$ cat src/rtl/usb_tx_pkg.sv
// Package: shared encodings for the USB IN packet transmitter.
// Holds the frame state and line mode types, the PID codes and the
// helper that builds a PID byte with its check nibble.
package usb_tx_pkg;

    typedef enum logic [2:0] {
        FS_IDLE, FS_SYNC, FS_PID, FS_DATA, FS_CRC, FS_SE0, FS_JST, FS_REL
    } frame_st_e;

    typedef enum logic [1:0] {
        LM_IDLE, LM_BIT, LM_SE0, LM_J
    } line_mode_e;

    localparam logic [3:0] PID_DATA0  = 4'b0011;
    localparam logic [3:0] PID_DATA1  = 4'b1011;
    localparam logic [3:0] PID_STALL  = 4'b1110;
    localparam logic [7:0] SYNC_BYTE  = 8'h80;
    localparam logic [15:0] CRC_POLY  = 16'hA001;
    localparam logic [15:0] CRC_SEED  = 16'hFFFF;
    localparam int unsigned STUFF_RUN = 6;

    // Build the on-wire PID byte: code low, complement high.
    function automatic logic [7:0] pid_byte(input logic [3:0] code);
        return {~code, code};
    endfunction

endpackage

$ cat src/rtl/usb_tx_bitclk.sv
// Bit-time strobe generator.
// Produces one tick every DIV clocks while run is high and holds the
// phase at zero while idle, so the first tick of a packet always comes
// DIV clocks after run rises. Assumes DIV >= 1.
module usb_tx_bitclk #(
    parameter int DIV = 4
) (
    input  logic clk,
    input  logic rst_n,
    input  logic run,
    output logic tick
);
    localparam int CW = (DIV > 1) ? $clog2(DIV) : 1;

    logic [CW-1:0] cnt;

    assign tick = run && (cnt == CW'(DIV - 1));

    // Count clocks within a bit time; restart on tick or when idle.
    always_ff @(posedge clk) begin
        if (!rst_n) begin
            cnt <= '0;
        end else if (!run || tick) begin
            cnt <= '0;
        end else begin
            cnt <= cnt + 1'b1;
        end
    end
endmodule

$ cat src/rtl/usb_tx_crc16.sv
// Serial CRC16 in reflected form, one data bit per enabled cycle.
// crc_d is the value after folding din in; crc_q is the stored value.
// clr returns the register to the all-ones seed.
module usb_tx_crc16
    import usb_tx_pkg::*;
(
    input  logic        clk,
    input  logic        rst_n,
    input  logic        clr,
    input  logic        en,
    input  logic        din,
    output logic [15:0] crc_q,
    output logic [15:0] crc_d
);
    // Next remainder for one incoming bit.
    always_comb begin
        crc_d = (crc_q >> 1) ^ (((crc_q[0] ^ din) == 1'b1) ? CRC_POLY : 16'h0000);
    end

    // Hold the running remainder.
    always_ff @(posedge clk) begin
        if (!rst_n || clr) begin
            crc_q <= CRC_SEED;
        end else if (en) begin
            crc_q <= crc_d;
        end
    end
endmodule

$ cat src/rtl/usb_tx_framer.sv
// Packet framer: sequences sync, PID, payload, CRC and EOP.
// Presents one raw bit (bit_out) and a line mode to the line stage and
// advances only when the line stage takes the bit, so inserted stuff
// bits stall the framer. Assumes a show-ahead FIFO whose head byte is
// valid whenever bytes remain, and CNT_W wide enough for MAX_PKT.
module usb_tx_framer
    import usb_tx_pkg::*;
#(
    parameter int MAX_PKT = 64,
    parameter int CNT_W   = 7
) (
    input  logic             clk,
    input  logic             rst_n,
    input  logic             tick,
    input  logic             take,
    input  logic             in_tok,
    input  logic             pid_odd,
    input  logic             ep_stall,
    input  logic [CNT_W-1:0] byte_cnt,
    input  logic [7:0]       fifo_data,
    output logic             fifo_rd,
    output line_mode_e       mode,
    output logic             bit_out,
    output logic             busy,
    output logic             stall_q
);
    localparam logic [CNT_W-1:0] MAX_CNT = CNT_W'(MAX_PKT);

    frame_st_e        st;
    logic [15:0]      sh;
    logic [3:0]       bc;
    logic [CNT_W-1:0] rem;
    logic [7:0]       pid_r;
    logic [CNT_W-1:0] cnt_cl;
    logic             last8;
    logic             crc_clr;
    logic             crc_en;
    logic [15:0]      crc_q;
    logic [15:0]      crc_d;

    assign busy    = (st != FS_IDLE);
    assign bit_out = sh[0];
    assign last8   = (bc == 4'd7);
    assign cnt_cl  = (byte_cnt > MAX_CNT) ? MAX_CNT : byte_cnt;
    assign crc_clr = (st == FS_IDLE) && in_tok;
    assign crc_en  = take && (st == FS_DATA);

    // Pop the FIFO when the last bit of the PID or of a payload byte is taken.
    assign fifo_rd = take && last8 && (rem != '0)
                   && (((st == FS_PID) && !stall_q) || (st == FS_DATA));

    // Map the frame state to what the line stage should emit.
    always_comb begin
        case (st)
            FS_SYNC, FS_PID, FS_DATA, FS_CRC: mode = LM_BIT;
            FS_SE0:                           mode = LM_SE0;
            FS_JST:                           mode = LM_J;
            default:                          mode = LM_IDLE;
        endcase
    end

    usb_tx_crc16 u_crc (
        .clk   (clk),
        .rst_n (rst_n),
        .clr   (crc_clr),
        .en    (crc_en),
        .din   (sh[0]),
        .crc_q (crc_q),
        .crc_d (crc_d)
    );

    // Frame sequencer: load fields and step through them bit by bit.
    always_ff @(posedge clk) begin
        if (!rst_n) begin
            st      <= FS_IDLE;
            sh      <= '0;
            bc      <= '0;
            rem     <= '0;
            pid_r   <= '0;
            stall_q <= 1'b0;
        end else begin
            case (st)
                FS_IDLE: begin
                    if (in_tok) begin
                        st      <= FS_SYNC;
                        sh      <= {8'h00, SYNC_BYTE};
                        bc      <= '0;
                        rem     <= cnt_cl;
                        stall_q <= ep_stall;
                        pid_r   <= ep_stall ? pid_byte(PID_STALL)
                                            : pid_byte(pid_odd ? PID_DATA1 : PID_DATA0);
                    end
                end
                FS_SYNC: begin
                    if (take) begin
                        if (last8) begin
                            st <= FS_PID;
                            sh <= {8'h00, pid_r};
                            bc <= '0;
                        end else begin
                            sh <= sh >> 1;
                            bc <= bc + 1'b1;
                        end
                    end
                end
                FS_PID: begin
                    if (take) begin
                        bc <= last8 ? 4'd0 : bc + 1'b1;
                        if (!last8) begin
                            sh <= sh >> 1;
                        end else if (stall_q) begin
                            st <= FS_SE0;
                        end else if (rem == '0) begin
                            st <= FS_CRC;
                            sh <= ~crc_q;
                        end else begin
                            st  <= FS_DATA;
                            sh  <= {8'h00, fifo_data};
                            rem <= rem - 1'b1;
                        end
                    end
                end
                FS_DATA: begin
                    if (take) begin
                        bc <= last8 ? 4'd0 : bc + 1'b1;
                        if (!last8) begin
                            sh <= sh >> 1;
                        end else if (rem == '0) begin
                            st <= FS_CRC;
                            sh <= ~crc_d;
                        end else begin
                            sh  <= {8'h00, fifo_data};
                            rem <= rem - 1'b1;
                        end
                    end
                end
                FS_CRC: begin
                    if (take) begin
                        sh <= sh >> 1;
                        if (bc == 4'd15) begin
                            st <= FS_SE0;
                            bc <= '0;
                        end else begin
                            bc <= bc + 1'b1;
                        end
                    end
                end
                FS_SE0: begin
                    if (take) begin
                        if (bc == 4'd1) begin
                            st <= FS_JST;
                            bc <= '0;
                        end else begin
                            bc <= bc + 1'b1;
                        end
                    end
                end
                FS_JST: begin
                    if (take) begin
                        st <= FS_REL;
                    end
                end
                default: begin
                    if (tick) begin
                        st <= FS_IDLE;
                    end
                end
            endcase
        end
    end
endmodule

$ cat src/rtl/usb_tx_line.sv
// Line stage: bit stuffer, NRZI encoder and output drivers.
// On each bit tick it registers the symbol for the next bit time.
// After STUFF_RUN ones it emits a zero without taking a framer bit.
// SE0 and J modes bypass NRZI and reset the run count.
module usb_tx_line
    import usb_tx_pkg::*;
(
    input  logic       clk,
    input  logic       rst_n,
    input  logic       tick,
    input  line_mode_e mode,
    input  logic       bit_in,
    output logic       take,
    output logic       dp,
    output logic       dm,
    output logic       oe
);
    logic       lvl;
    logic       se0;
    logic [2:0] ones;
    logic       stuff_now;

    assign stuff_now = (ones == 3'(STUFF_RUN));
    assign take      = tick && (mode != LM_IDLE) && !stuff_now;
    assign dp        = se0 ? 1'b0 : lvl;
    assign dm        = se0 ? 1'b0 : ~lvl;

    // Register the line symbol for the coming bit time.
    always_ff @(posedge clk) begin
        if (!rst_n) begin
            lvl  <= 1'b1;
            se0  <= 1'b0;
            oe   <= 1'b0;
            ones <= '0;
        end else if (tick) begin
            if (mode == LM_IDLE) begin
                lvl  <= 1'b1;
                se0  <= 1'b0;
                oe   <= 1'b0;
                ones <= '0;
            end else if (stuff_now) begin
                lvl  <= ~lvl;
                se0  <= 1'b0;
                oe   <= 1'b1;
                ones <= '0;
            end else begin
                oe <= 1'b1;
                case (mode)
                    LM_BIT: begin
                        se0 <= 1'b0;
                        if (bit_in) begin
                            ones <= ones + 1'b1;
                        end else begin
                            lvl  <= ~lvl;
                            ones <= '0;
                        end
                    end
                    LM_SE0: begin
                        se0  <= 1'b1;
                        ones <= '0;
                    end
                    default: begin
                        se0  <= 1'b0;
                        lvl  <= 1'b1;
                        ones <= '0;
                    end
                endcase
            end
        end
    end
endmodule

$ cat src/rtl/usb_in_xmit.sv
// Top: USB IN data packet transmitter for one endpoint.
// Ties the bit-time strobe, the framer and the line stage together.
// Assumes in_tok is a one-cycle pulse and the FIFO is show-ahead.
module usb_in_xmit
    import usb_tx_pkg::*;
#(
    parameter int CLKS_PER_BIT = 4,
    parameter int MAX_PKT      = 64,
    parameter int CNT_W        = 7
) (
    input  logic             clk,
    input  logic             rst_n,
    input  logic             in_tok,
    input  logic             pid_odd,
    input  logic             ep_stall,
    input  logic [CNT_W-1:0] byte_cnt,
    input  logic [7:0]       fifo_data,
    output logic             fifo_rd,
    output logic             usb_dp,
    output logic             usb_dm,
    output logic             usb_oe
);
    logic       bit_tick;
    logic       busy;
    logic       take;
    logic       raw_bit;
    logic       stall_lat;
    line_mode_e mode;

    usb_tx_bitclk #(.DIV(CLKS_PER_BIT)) u_bitclk (
        .clk   (clk),
        .rst_n (rst_n),
        .run   (busy),
        .tick  (bit_tick)
    );

    usb_tx_framer #(.MAX_PKT(MAX_PKT), .CNT_W(CNT_W)) u_framer (
        .clk       (clk),
        .rst_n     (rst_n),
        .tick      (bit_tick),
        .take      (take),
        .in_tok    (in_tok),
        .pid_odd   (pid_odd),
        .ep_stall  (ep_stall),
        .byte_cnt  (byte_cnt),
        .fifo_data (fifo_data),
        .fifo_rd   (fifo_rd),
        .mode      (mode),
        .bit_out   (raw_bit),
        .busy      (busy),
        .stall_q   (stall_lat)
    );

    usb_tx_line u_line (
        .clk    (clk),
        .rst_n  (rst_n),
        .tick   (bit_tick),
        .mode   (mode),
        .bit_in (raw_bit),
        .take   (take),
        .dp     (usb_dp),
        .dm     (usb_dm),
        .oe     (usb_oe)
    );
endmodule

$ cat config.mk
export PLATFORM = sky130hd
export DESIGN_NAME = usb_in_xmit
export DESIGN_NICKNAME = d
export VERILOG_FILES = /design/src/rtl/usb_tx_pkg.sv /design/src/rtl/usb_tx_bitclk.sv /design/src/rtl/usb_tx_crc16.sv /design/src/rtl/usb_tx_framer.sv /design/src/rtl/usb_tx_line.sv /design/src/rtl/usb_in_xmit.sv
export SDC_FILE = /design/constraint.sdc
export NUM_CORES = 1
export LEC_CHECK = 0
export ABC_AREA = 1
export BUFFER_PORTS_ARGS = -buffer_cell sky130_fd_sc_hd__buf_2
export CELL_PAD_IN_SITES_DETAIL_PLACEMENT = 2
export CELL_PAD_IN_SITES_GLOBAL_PLACEMENT = 2
export CORE_UTILIZATION = 30
export CTS_BUF_LIST = sky130_fd_sc_hd__clkbuf_8 sky130_fd_sc_hd__clkbuf_16
export DETAILED_ROUTE_END_ITERATION = 16
export PLACE_DENSITY = 0.79
export SETUP_SLACK_MARGIN = 0.1
export SLEW_MARGIN = 20
export SYNTH_ARGS = -nofsm -noshare
export SYNTH_HDL_FRONTEND = slang
export SYNTH_SLANG_ARGS = --single-unit
export TNS_END_PERCENT = 30
$ cat constraint.sdc
create_clock -name clk -period 1.5 [get_ports clk]
set_input_delay 0.3 -clock clk [delete_from_list [all_inputs] [get_ports clk]]
set_output_delay 0.3 -clock clk [all_outputs]
set_load 0.01 [all_outputs]
==> qor.log <==
qor: critical_path.worstSetupStartpointType register
qor: route.ant_nets 0
qor: die.floorplan.rows 39
qor: timing.crit_share_post_route 140%
qor: outcome.failed_checks setup timing
qor: route.finalWirelength 24100 microns
qor: timing.fin_worst_skew 0.0174 ns
qor: synthesis.synth_area_leaders sky130_fd_sc_hd__dfxtp_1, sky130_fd_sc_hd__nand2_1, sky130_fd_sc_hd__a21oi_1, sky130_fd_sc_hd__o21ai_0, sky130_fd_sc_hd__nor2_1
qor: pwr.ir_worst_vdd 1.06 mV
qor: timing.finalSetupViolations 58
qor: layout.regArea 0.00120 sq mm
qor: synthesis.synth.net_count 569
qor: route.drt_iter0_markers 360
qor: synthesis.yosysTopAreaCell sky130_fd_sc_hd__dfxtp_1
qor: synthesis.ys_seq_area_share 33.3%
qor: synthesis.syn_avg_cell_area 6.54 sq um
qor: layout.area_occupied_by_multi_input_gates 0.00254 sq mm
qor: clocking.cts_tree built
qor: pwr.p_leak 2.55 nW
qor: place.gp_weighted_congestion 0.904
qor: clocking.cts_htree_levels 3
qor: timing.finalHoldViolations 0
qor: worst_hold_path.timing.hold.worst.start ep_stall
qor: critical_path.cp.required 1.78 ns
qor: critical_path.timing.critical_path.arrival 2.38 ns
qor: clocking.clk_path_buf_depth 2
qor: die.floorplan.core_area 0.0115 sq mm
qor: synthesis.post_synth_instance_area 0.00355 sq mm
qor: die.pin_count 24
qor: place.place_worst_setup_slack -0.412 ns
qor: critical_path.endpoint_kind register
qor: pwr.report.power.total 0.0116 W
qor: outcome.outcome finished, violations left
qor: timing.worst_pin_slew 0.489 ns
qor: clocking.post_cts_hold_buffer_count 0
qor: place.detailed_place_hpwl 12000 microns
qor: timing.worst_slew_margin_rel 67.1%
qor: layout.final_core_utilization 48.6%
qor: clocking.cts.reportedPaths.clkPinSlew 0.07 ns
qor: die.fp.dieW 111 microns
qor: worst_hold_path.type_of_the_most_critical_hold_path in -> reg
qor: critical_path.cp_max_fo 8
qor: clocking.clkSinkCount 59
qor: layout.nets 700
qor: pwr.cellPowerDensity 2090 mW/mm^2
qor: global_routing.grt_pass1_vias 5127
qor: route.drtPass1Iterations 5
qor: critical_path.regToRegStartpoint u_framer.rem[0]
qor: die.die_area 0.0123 sq mm
qor: global_routing.grt_start_max_net_pins 19
qor: job.max-cap-violations 0
qor: layout.antenna_cells 0
qor: layout.final_layout_size_suffix_gt1_share 44.0%
qor: global_routing.antenna_found_initial 0
qor: global_routing.grt_first_pass_wirelength 31100 microns
qor: timing.timing.fmax 477 MHz
qor: layout.fillCellCount 1284
qor: route.count_of_unresolved_drc_violations_after_routing 0
qor: synthesis.post_synth_num_cell_types 42
qor: route.routed_via_density 5.69
qor: synthesis.yosys_warnings 0
qor: synthesis.asyncSetResetFlopFracSynth 0%
qor: die.die-height 111 microns
qor: synthesis.synth_flop_cell sky130_fd_sc_hd__dfxtp_1
qor: clocking.numCtsBuffers 9
qor: synthesis.synth_enable_flop_cells 0
qor: synthesis.netlist.area_leader.share 33.3%
qor: die.floorplan.initialDensity 31.0%
qor: synthesis.synth_cells 543
qor: timing.final-max-slew-violation-count 0
qor: clocking.insertion_delay 0.36 ns
qor: timing.grt_setup_unrepaired true
qor: critical_path.setup.worst_path.class reg -> reg
qor: timing.layout_setup_ws -0.596 ns
qor: timing.timing.final.crit_period 2.10 ns
qor: layout.area_growth 56.9%
qor: route.wl_per_cell 29.3 microns
qor: route.route.vias.total 4678
qor: global_routing.globalRoute.totalOverflow 0
qor: global_routing.grtUsageTotal 33.7%
qor: synthesis.yosys_register_bits 59
qor: critical_path.worst_setup_path_start u_framer.rem[0]
qor: clocking.root_buffer_selected_by_cts sky130_fd_sc_hd__clkbuf_16
qor: place.placement.io_buffers 23
## metrics by stage
step                instances  hold WS [ns]  cell area [sq um]  setup TNS [ns]
floorplan                 543         0.398               3650          -0.101
detailed placement        774         0.442               4470          -11.57
CTS                       813         0.238               5150          -10.53
finish                    822         0.238               5570          -18.83
global route              822         0.260               5570          -20.75
global placement          774         0.407               4470           -4.94
## critical path, cell delays in order (launching register included)
cell and delay (ns):
sky130_fd_sc_hd__dfxtp_2 0.34, sky130_fd_sc_hd__inv_2 0.09, sky130_fd_sc_hd__ha_4 0.16, sky130_fd_sc_hd__inv_4 0.05
sky130_fd_sc_hd__nor2_4 0.13, sky130_fd_sc_hd__nand3_4 0.15, sky130_fd_sc_hd__buf_4 0.18, sky130_fd_sc_hd__buf_8 0.14
sky130_fd_sc_hd__o21ai_4 0.15, sky130_fd_sc_hd__inv_2 0.06, sky130_fd_sc_hd__nor2_4 0.14, sky130_fd_sc_hd__nand2_2 0.11
sky130_fd_sc_hd__nand2_1 0.10, sky130_fd_sc_hd__nand2_1 0.07, sky130_fd_sc_hd__nor2_1 0.15
## placed cells by master, fill, tap and decap left out, types with 4 or more instances in the layout
master / instances
sky130_fd_sc_hd__nor2_2: 8
sky130_fd_sc_hd__nand3_1: 18
sky130_fd_sc_hd__nand4_1: 8
sky130_fd_sc_hd__dfxtp_2: 4
sky130_fd_sc_hd__o211ai_1: 6
sky130_fd_sc_hd__o21ai_0: 18
sky130_fd_sc_hd__inv_4: 7
sky130_fd_sc_hd__a21oi_2: 15
sky130_fd_sc_hd__buf_8: 5
sky130_fd_sc_hd__nand2_1: 147
sky130_fd_sc_hd__o21ai_2: 11
sky130_fd_sc_hd__dfxtp_1: 51
sky130_fd_sc_hd__clkbuf_16: 9
sky130_fd_sc_hd__a21oi_1: 28
sky130_fd_sc_hd__buf_2: 23
sky130_fd_sc_hd__inv_2: 15
sky130_fd_sc_hd__dfxtp_4: 4
sky130_fd_sc_hd__inv_1: 31
sky130_fd_sc_hd__buf_4: 86
sky130_fd_sc_hd__o21ai_1: 21
sky130_fd_sc_hd__buf_6: 16
sky130_fd_sc_hd__buf_12: 4
sky130_fd_sc_hd__nor3_1: 4
sky130_fd_sc_hd__nor2_1: 30
sky130_fd_sc_hd__nor2_4: 18
sky130_fd_sc_hd__nand2_2: 23
sky130_fd_sc_hd__nand2_4: 15
## synthesized netlist by cell type (8+ instances only)
master                      n
sky130_fd_sc_hd__nor2_1    43
sky130_fd_sc_hd__inv_1     36
sky130_fd_sc_hd__o21ai_0   42
sky130_fd_sc_hd__nand2_1  174
sky130_fd_sc_hd__nand2_2   10
sky130_fd_sc_hd__a21oi_1   44
sky130_fd_sc_hd__o21ai_1    9
sky130_fd_sc_hd__inv_2     16
sky130_fd_sc_hd__dfxtp_1   59
sky130_fd_sc_hd__nand4_1    8
sky130_fd_sc_hd__nand3_1   21
## report_power, final
| group | internal, W | leakage [nW] | switching, W | total, W |
|---|---|---|---|---|
| Sequential | 0.00180 | 0.484 | 0.000243 | 0.00204 |
| Clock | 0.00119 | 0.149 | 0.000849 | 0.00203 |
| Combinational | 0.00291 | 1.91 | 0.00464 | 0.00755 |
| Total | 0.00589 | 2.55 | 0.00573 | 0.0116 |
## routing by layer
layer | up-vias | wire length (microns) | GRT usage (%)
met5 | - | 0 | 0
met3 | 89 | 1150 | 5.52
met1 | 2363 | 9600 | 38.2
met2 | 201 | 12000 | 59.8
li1 | 2025 | - | -
met4 | 0 | 1410 | 18.8
## cell type report
| cell class | instances | share of cell area, % |
|---|---|---|
| Sequential cell | 59 | 21.6 |
| Clock inverter | 5 | 0.382 |
| Clock buffer | 11 | 4.54 |
| Timing Repair Buffer | 135 | 20.2 |
| Multi-Input combinational cell | 413 | 45.6 |
| Timing Repair inverter | 2 | 0.157 |
| Inverter | 54 | 4.36 |
| Tap cell | 143 | 3.21 |
## what timing repair did
action / 4_1_cts / 5_1_grt
gates cloned: 3 / 0
setup endpoints to repair: 58 / 58
pin swaps: 17 / 39
hold endpoints to repair: 0 / 0
setup buffers: 20 / 11
resized for setup: 68 / 108
## cell families (layout without fill, tap and decap cells)
logic type | count (synthesis) | count (layout) | synth area share (%)
buffers and inverters | 71 | 207 | 8.73
DFF | 59 | 59 | 33.3
and+or+nand+nor | 287 | 287 | 36.8
xor gates and xnor gates | 5 | 5 | 1.23
AOI/OAI and AO/OA | 115 | 115 | 17.9
adders and majority gates | 6 | 6 | 2.11
## registers in the layout, summed over array words and instances, names as in the netlist
signal / count
u_framer.bc: 4
u_line.oe: 1
u_line.se0: 1
u_line.ones: 3
u_framer.pid_r: 5
u_framer.u_crc.crc_q: 16
u_framer.st: 3
u_framer.rem: 7
u_line.lvl: 1
u_framer.sh: 16
u_bitclk.cnt: 2
## worst paths after layout
check / cells past startpoint / endpoint / slack [ns]
max: 14 / u_framer.st[1] / -0.60
min: 3 / u_framer.pid_r[3] / 0.24
max reg2reg: 14 / u_framer.st[1] / -0.60
min reg2reg: 2 / u_framer.sh[6] / 0.47
Power figures use the tool's default switching activity.
